==> src/rtl/sbc_pkg.sv <==
package sbc_pkg;
  // Operation chosen for the next rising edge, listed in priority order
  typedef enum logic [1:0] {
    OP_CLEAR = 2'd0,
    OP_LOAD  = 2'd1,
    OP_COUNT = 2'd2,
    OP_HOLD  = 2'd3
  } sbc_op_e;
endpackage

==> src/rtl/sbc_ctrl.sv <==
module sbc_ctrl
  import sbc_pkg::*;
(
  input  logic    clear_n,
  input  logic    load_n,
  input  logic    enable_p,
  input  logic    enable_t,
  output sbc_op_e op
);
  always_comb begin
    if (!clear_n)                  op = OP_CLEAR;
    else if (!load_n)              op = OP_LOAD;
    else if (enable_p && enable_t) op = OP_COUNT;
    else                           op = OP_HOLD;
  end
endmodule

==> src/rtl/sbc_state.sv <==
module sbc_state
  import sbc_pkg::*;
#(
  parameter int WIDTH       = 4,
  parameter bit ASYNC_RESET = 1'b1
) (
  input  logic             clk,
  input  logic             clear_n,
  input  sbc_op_e          op,
  input  logic [WIDTH-1:0] preset,
  output logic [WIDTH-1:0] q
);
  localparam logic [WIDTH-1:0] STEP = WIDTH'(1);

  logic [WIDTH-1:0] q_next;

  always_comb begin
    unique case (op)
      OP_CLEAR: q_next = '0;
      OP_LOAD:  q_next = preset;
      OP_COUNT: q_next = q + STEP;
      default:  q_next = q;
    endcase
  end

  generate
    if (ASYNC_RESET) begin : g_async_clear
      always_ff @(posedge clk or negedge clear_n) begin
        if (!clear_n) q <= '0;
        else          q <= q_next;
      end
    end else begin : g_sync_clear
      always_ff @(posedge clk) begin
        q <= q_next;
      end
    end
  endgenerate
endmodule

==> src/rtl/sbc_carry.sv <==
module sbc_carry #(
  parameter int WIDTH = 4
) (
  input  logic [WIDTH-1:0] q,
  input  logic             enable_t,
  output logic             carry
);
  always_comb carry = enable_t & (&q);
endmodule

==> src/rtl/sync_bin_counter.sv <==
module sync_bin_counter
  import sbc_pkg::*;
#(
  parameter int WIDTH       = 4,
  parameter bit ASYNC_RESET = 1'b1
) (
  input  logic             clk,
  input  logic             clear_n,
  input  logic             load_n,
  input  logic             enable_p,
  input  logic             enable_t,
  input  logic [WIDTH-1:0] preset,
  output logic [WIDTH-1:0] count,
  output logic             carry
);
  sbc_op_e op;

  sbc_ctrl u_ctrl (
    .clear_n  (clear_n),
    .load_n   (load_n),
    .enable_p (enable_p),
    .enable_t (enable_t),
    .op       (op)
  );

  sbc_state #(.WIDTH(WIDTH), .ASYNC_RESET(ASYNC_RESET)) u_state (
    .clk     (clk),
    .clear_n (clear_n),
    .op      (op),
    .preset  (preset),
    .q       (count)
  );

  sbc_carry #(.WIDTH(WIDTH)) u_carry (
    .q        (count),
    .enable_t (enable_t),
    .carry    (carry)
  );
endmodule

==> config.mk <==
export PLATFORM = sky130hd
export DESIGN_NAME = sync_bin_counter
export DESIGN_NICKNAME = d
export VERILOG_FILES = /design/src/rtl/sbc_pkg.sv /design/src/rtl/sbc_ctrl.sv /design/src/rtl/sbc_state.sv /design/src/rtl/sbc_carry.sv /design/src/rtl/sync_bin_counter.sv
export SDC_FILE = /design/constraint.sdc
export NUM_CORES = 1
export LEC_CHECK = 0
export CAP_MARGIN = 20
export CORE_AREA = 2 2 39 41
export DETAILED_ROUTE_END_ITERATION = 7
export DIE_AREA = 0 0 41 43
export GPL_TIMING_DRIVEN = 1
export MAX_ROUTING_LAYER = met4
export PLACE_DENSITY = 0.57
export SYNTH_ARGS = -nofsm -noshare
export SYNTH_HDL_FRONTEND = slang
export SYNTH_HIERARCHICAL = 1
export SYNTH_SLANG_ARGS = --single-unit
export TNS_END_PERCENT = 20
==> constraint.sdc <==
create_clock -name clk -period 1.1 [get_ports clk]
set_input_delay 0.11 -clock clk [delete_from_list [all_inputs] [get_ports clk]]
set_output_delay 0.11 -clock clk [all_outputs]
set_load 0.02 [all_outputs]
==> qor.csv <==
stage,metric,value,unit
synth,largest family of logic cells by synthesized area,simple AND/OR/NAND/NOR gates,
synth,Async SR Flop Fraction,100,%
clocking,clk_lat worst skew,0.23,ns
worst_setup_path,CP required,1.26,ns
timing,Worst Tran Pin Value,0.196,ns
worst_setup_path,worst path cell trace,"buf_6, a31oi_4, inv_2, ha_4, nand2b_4, or4_1, nand3_1",
worst_setup_path,startpoint types,input port,
global_route,initial antenna violation count,0,
global_route,first-pass GRT wire length,1480,µm
detailed_routing,Vias/cell,4.65,
global_route,Total GRT Usage,12.3,%
worst_setup_path,R2R Path Start,u_state/q[1],
cells_and_area,Final Cell Area,614,µm²
pwr,share of total power in sequential cells,31.0,%
pwr,net switching fraction of the power,26.9,%
cells_and_area,max reg flops,4,
global_route,vias in the first global route,370,
clocking,total CTS buffers,3,
clocking,clk root buf,clkbuf_4,
placement,Routability Congestion,0.718,
timing,Final WS setup,-0.158,ns
pwr,LEAKAGE,0.304,nW
timing,"Min Clock Period, post-route",1.26,ns
die,initial core utilization,21.9,%
status,outcome,finished with violations,
detailed_routing,DRC Markers,0,
clocking,# H-tree levels,1,
synth,YS warnings,6,
synth,sequential fraction of the synthesis area,33.1,%
die,Placeable Area,1380,µm²
status,failing checks,negative setup slack,
worst_hold_path,HP Class,input port to async pin,
timing,f_max,795,MHz
detailed_routing,first-pass iteration count of the detailed router,1,
worst_setup_path,CP endpoint kind,register,
cells_and_area,Reg with most FFs,u_state/q,
clocking,Max Buffers Root-to-Sink,2,
synth,number of flops mapped to enable cells by yosys,0,
synth,Compound-Gate Fraction of Synth Area,20.7,%
pwr,Power per Cell Area,885,nW/µm²
detailed_routing,final WL,903,µm
synth,count of cell types in the netlist,18,
worst_setup_path,crit path launch,enable_p,
placement,DP Area,566,µm²
timing,final setup fails,3,
worst_setup_path,crit-path leading delay family,simple AND/OR/NAND/NOR gates,
clocking,clock sink count,4,
cells_and_area,Finished Layout Cells,80,
timing,Max Slew Vio Count,0,
synth,Adder-Cell Fraction of Synth Area,16.5,%
global_route,GRT overflow,0,
die,row count,14,
synth,post-synthesis simple-gate area fraction,24.8,%
synth,synthesized instance count,33,
detailed_routing,number of routed nets with antenna violations,0,
detailed_routing,Starting DRT DRC Count,0,
cells_and_area,Area Overhead vs Synth,103,%
global_route,largest net degree at the start of global routing,7,
die,Die Area,1760,µm²
timing,Worst Skew,0.00565,ns
pwr,Logic pwr share,32.4,%
worst_setup_path,longest individual stage delay on the worst path,0.51,ns
pwr,Worst IR Drop VDD,411,µV
detailed_routing,drt wl/cell,11.3,µm
die,chip height,43,µm
cells_and_area,fillers,148,
pwr,Internal Power,397,µW
die,die width,41,µm
placement,dpl cells,72,
synth,post-synth top area cell,dfrtp_1,
synth,most frequent cells after synthesis,"4 x dfrtp_1, 4 x ha_1, 4 x inv_1",
synth,Synth Register Bits,4,
synth,Synth Net Count,46,
detailed_routing,routed vias,372,
pwr,switching power,147,µW
clocking,"CTS clk-pin slew, worst paths",0.04,ns
die,IO Pins,14,
synth,Area contributors post-synth,"dfrtp_1 33%, ha_1 17%, a22o_1 8.7%",
timing,Rel. slew slack,86.9,%
worst_setup_path,category of the most critical setup path,input port to register,
timing,final hold vios,0,
worst_setup_path,CP Max Fanout,3,
cells_and_area,Final #Nets,78,
timing,Fin Setup TNS,-0.343,ns
synth,"Cell Area, Synth",303,µm²
placement,IO Port Bufs,13,
timing,RSZ-0062 raised after global routing,yes,
synth,XOR/XNOR share of the synthesized area,0,%
worst_setup_path,Crit-path slowest cell,or4_1,
job,Max Cap Violations,0,
worst_setup_path,WP data arrival,1.42,ns
cells_and_area,antenna cells,0,
pwr,clock power share,36.6,%
clocking,CTS tree,done,
worst_setup_path,Critical path buffers and inverters,2,
synth,"Primary FF master, synth",dfrtp_1,
synth,post-synthesis mux area share,0,%
synth,syn avg cell area,9.18,µm²
placement,dpl hpwl,710,µm
cells_and_area,top flop regs,u_state/q: 4 flops,
synth,post-synth top area share,33.1,%
cells_and_area,share of cells above drive strength 1,53.1,%
timing,final period utilization,114,%
## metrics by stage
stage               util [%]  setup WS [ns]  total power, mW  hold slack [ns]
floorplan                  -         -0.130            0.242           -0.186
global placement        40.9         -0.730            0.339            0.493
detailed placement      40.9         -0.730            0.341            0.477
CTS                     43.1         -0.143            0.544            0.343
global route            44.4         -0.207            0.579            0.348
finish                  44.4         -0.158            0.544            0.318
## logic make-up after synthesis
group | Yosys count
simple gates | 13
fa+ha+maj | 4
buf+inv | 4
flops | 4
compound gates | 8
## per-layer routing
layer | global-route usage, % | part of all wire (%) | wire length (µm)
met5 | - | 0 | 0
met4 | 4.00 | 0 | 0
met3 | 2.09 | 7.8 | 70
met2 | 19.7 | 50 | 455
met1 | 15.0 | 42 | 377
## repair_timing
item | CTS | global route
hold buffers | 1 | 0
gates cloned | 0 | 0
gates resized for setup | 26 | 14
pin swaps | 2 | 5
endpoints found under the hold margin | 4 | 0
setup endpoints to repair | 9 | 7
setup buffers | 1 | 2
## power by group through the flow
stage	sequential, mW	combinational [mW]	clock [mW]
2_1_floorplan	0.182	0.0600	0
3_3_place_gp	0.170	0.169	0
3_5_place_dp	0.170	0.171	0
4_1_cts	0.168	0.169	0.207
5_1_grt	0.170	0.194	0.215
6_report	0.169	0.176	0.199
## path summary, 6_finish.rpt
kind / to / slack, ns / depth (start not counted)
setup reg to reg: u_state/q[1] / -0.12 / 3
setup / recovery: u_state/q[3] / -0.16 / 7
max in group asynchronous: u_state/q[1] / 0.67 / 3
min in group clk: u_state/q[3] / 0.44 / 6
hold reg to reg: u_state/q[1] / 0.58 / 1
hold / removal: u_state/q[0] / 0.32 / 3
## final cells by class
class | instances | area (µm²) | area share, %
Inverter | 4 | 15.0 | 2.44
Timing Repair Buffer | 27 | 218 | 35.4
Clock buffer | 4 | 26.3 | 4.28
Multi-Input combinational cell | 25 | 233 | 37.9
Sequential cell | 4 | 103 | 16.7
Tap cell | 16 | 20.0 | 3.26
## worst register-to-register path: cells and delay by family (launching register included)
family / cells / cell delay, ns
DFF: 1 / 0.43
AOI/OAI and AO/OA: 2 / 0.39
adders and majority gates: 1 / 0.28
## cells in the final DEF (no fill, tap or decap)
| master | synthesis | routed |
|---|---|---|
| clkbuf_2 | 0 | 2 |
| nand3_1 | 3 | 3 |
| a31oi_4 | 0 | 1 |
| a32oi_1 | 1 | 1 |
| and2_4 | 0 | 1 |
| inv_2 | 0 | 2 |
| buf_2 | 0 | 2 |
| o21bai_1 | 1 | 1 |
| ha_1 | 4 | 2 |
| nor2_1 | 2 | 2 |
| inv_1 | 4 | 2 |
| ha_2 | 0 | 1 |
| buf_4 | 0 | 14 |
| nand4b_1 | 1 | 1 |
| dlygate4sd2_1 | 0 | 1 |
| a22o_1 | 3 | 3 |
| nor4b_2 | 0 | 1 |
| and3_1 | 1 | 1 |
| nand2_1 | 2 | 2 |
| dfrtp_2 | 0 | 2 |
| a211o_1 | 1 | 1 |
| dfrtp_1 | 4 | 2 |
| o21ai_0 | 1 | 1 |
| ha_4 | 0 | 1 |
| dlygate4sd3_1 | 0 | 1 |
| nand2b_4 | 0 | 1 |
| clkdlybuf4s50_1 | 0 | 4 |
| clkbuf_4 | 0 | 3 |
| clkbuf_1 | 0 | 1 |
| buf_6 | 0 | 3 |
| or4_1 | 1 | 1 |
No activity file was read; power rests on OpenSTA's default activity.
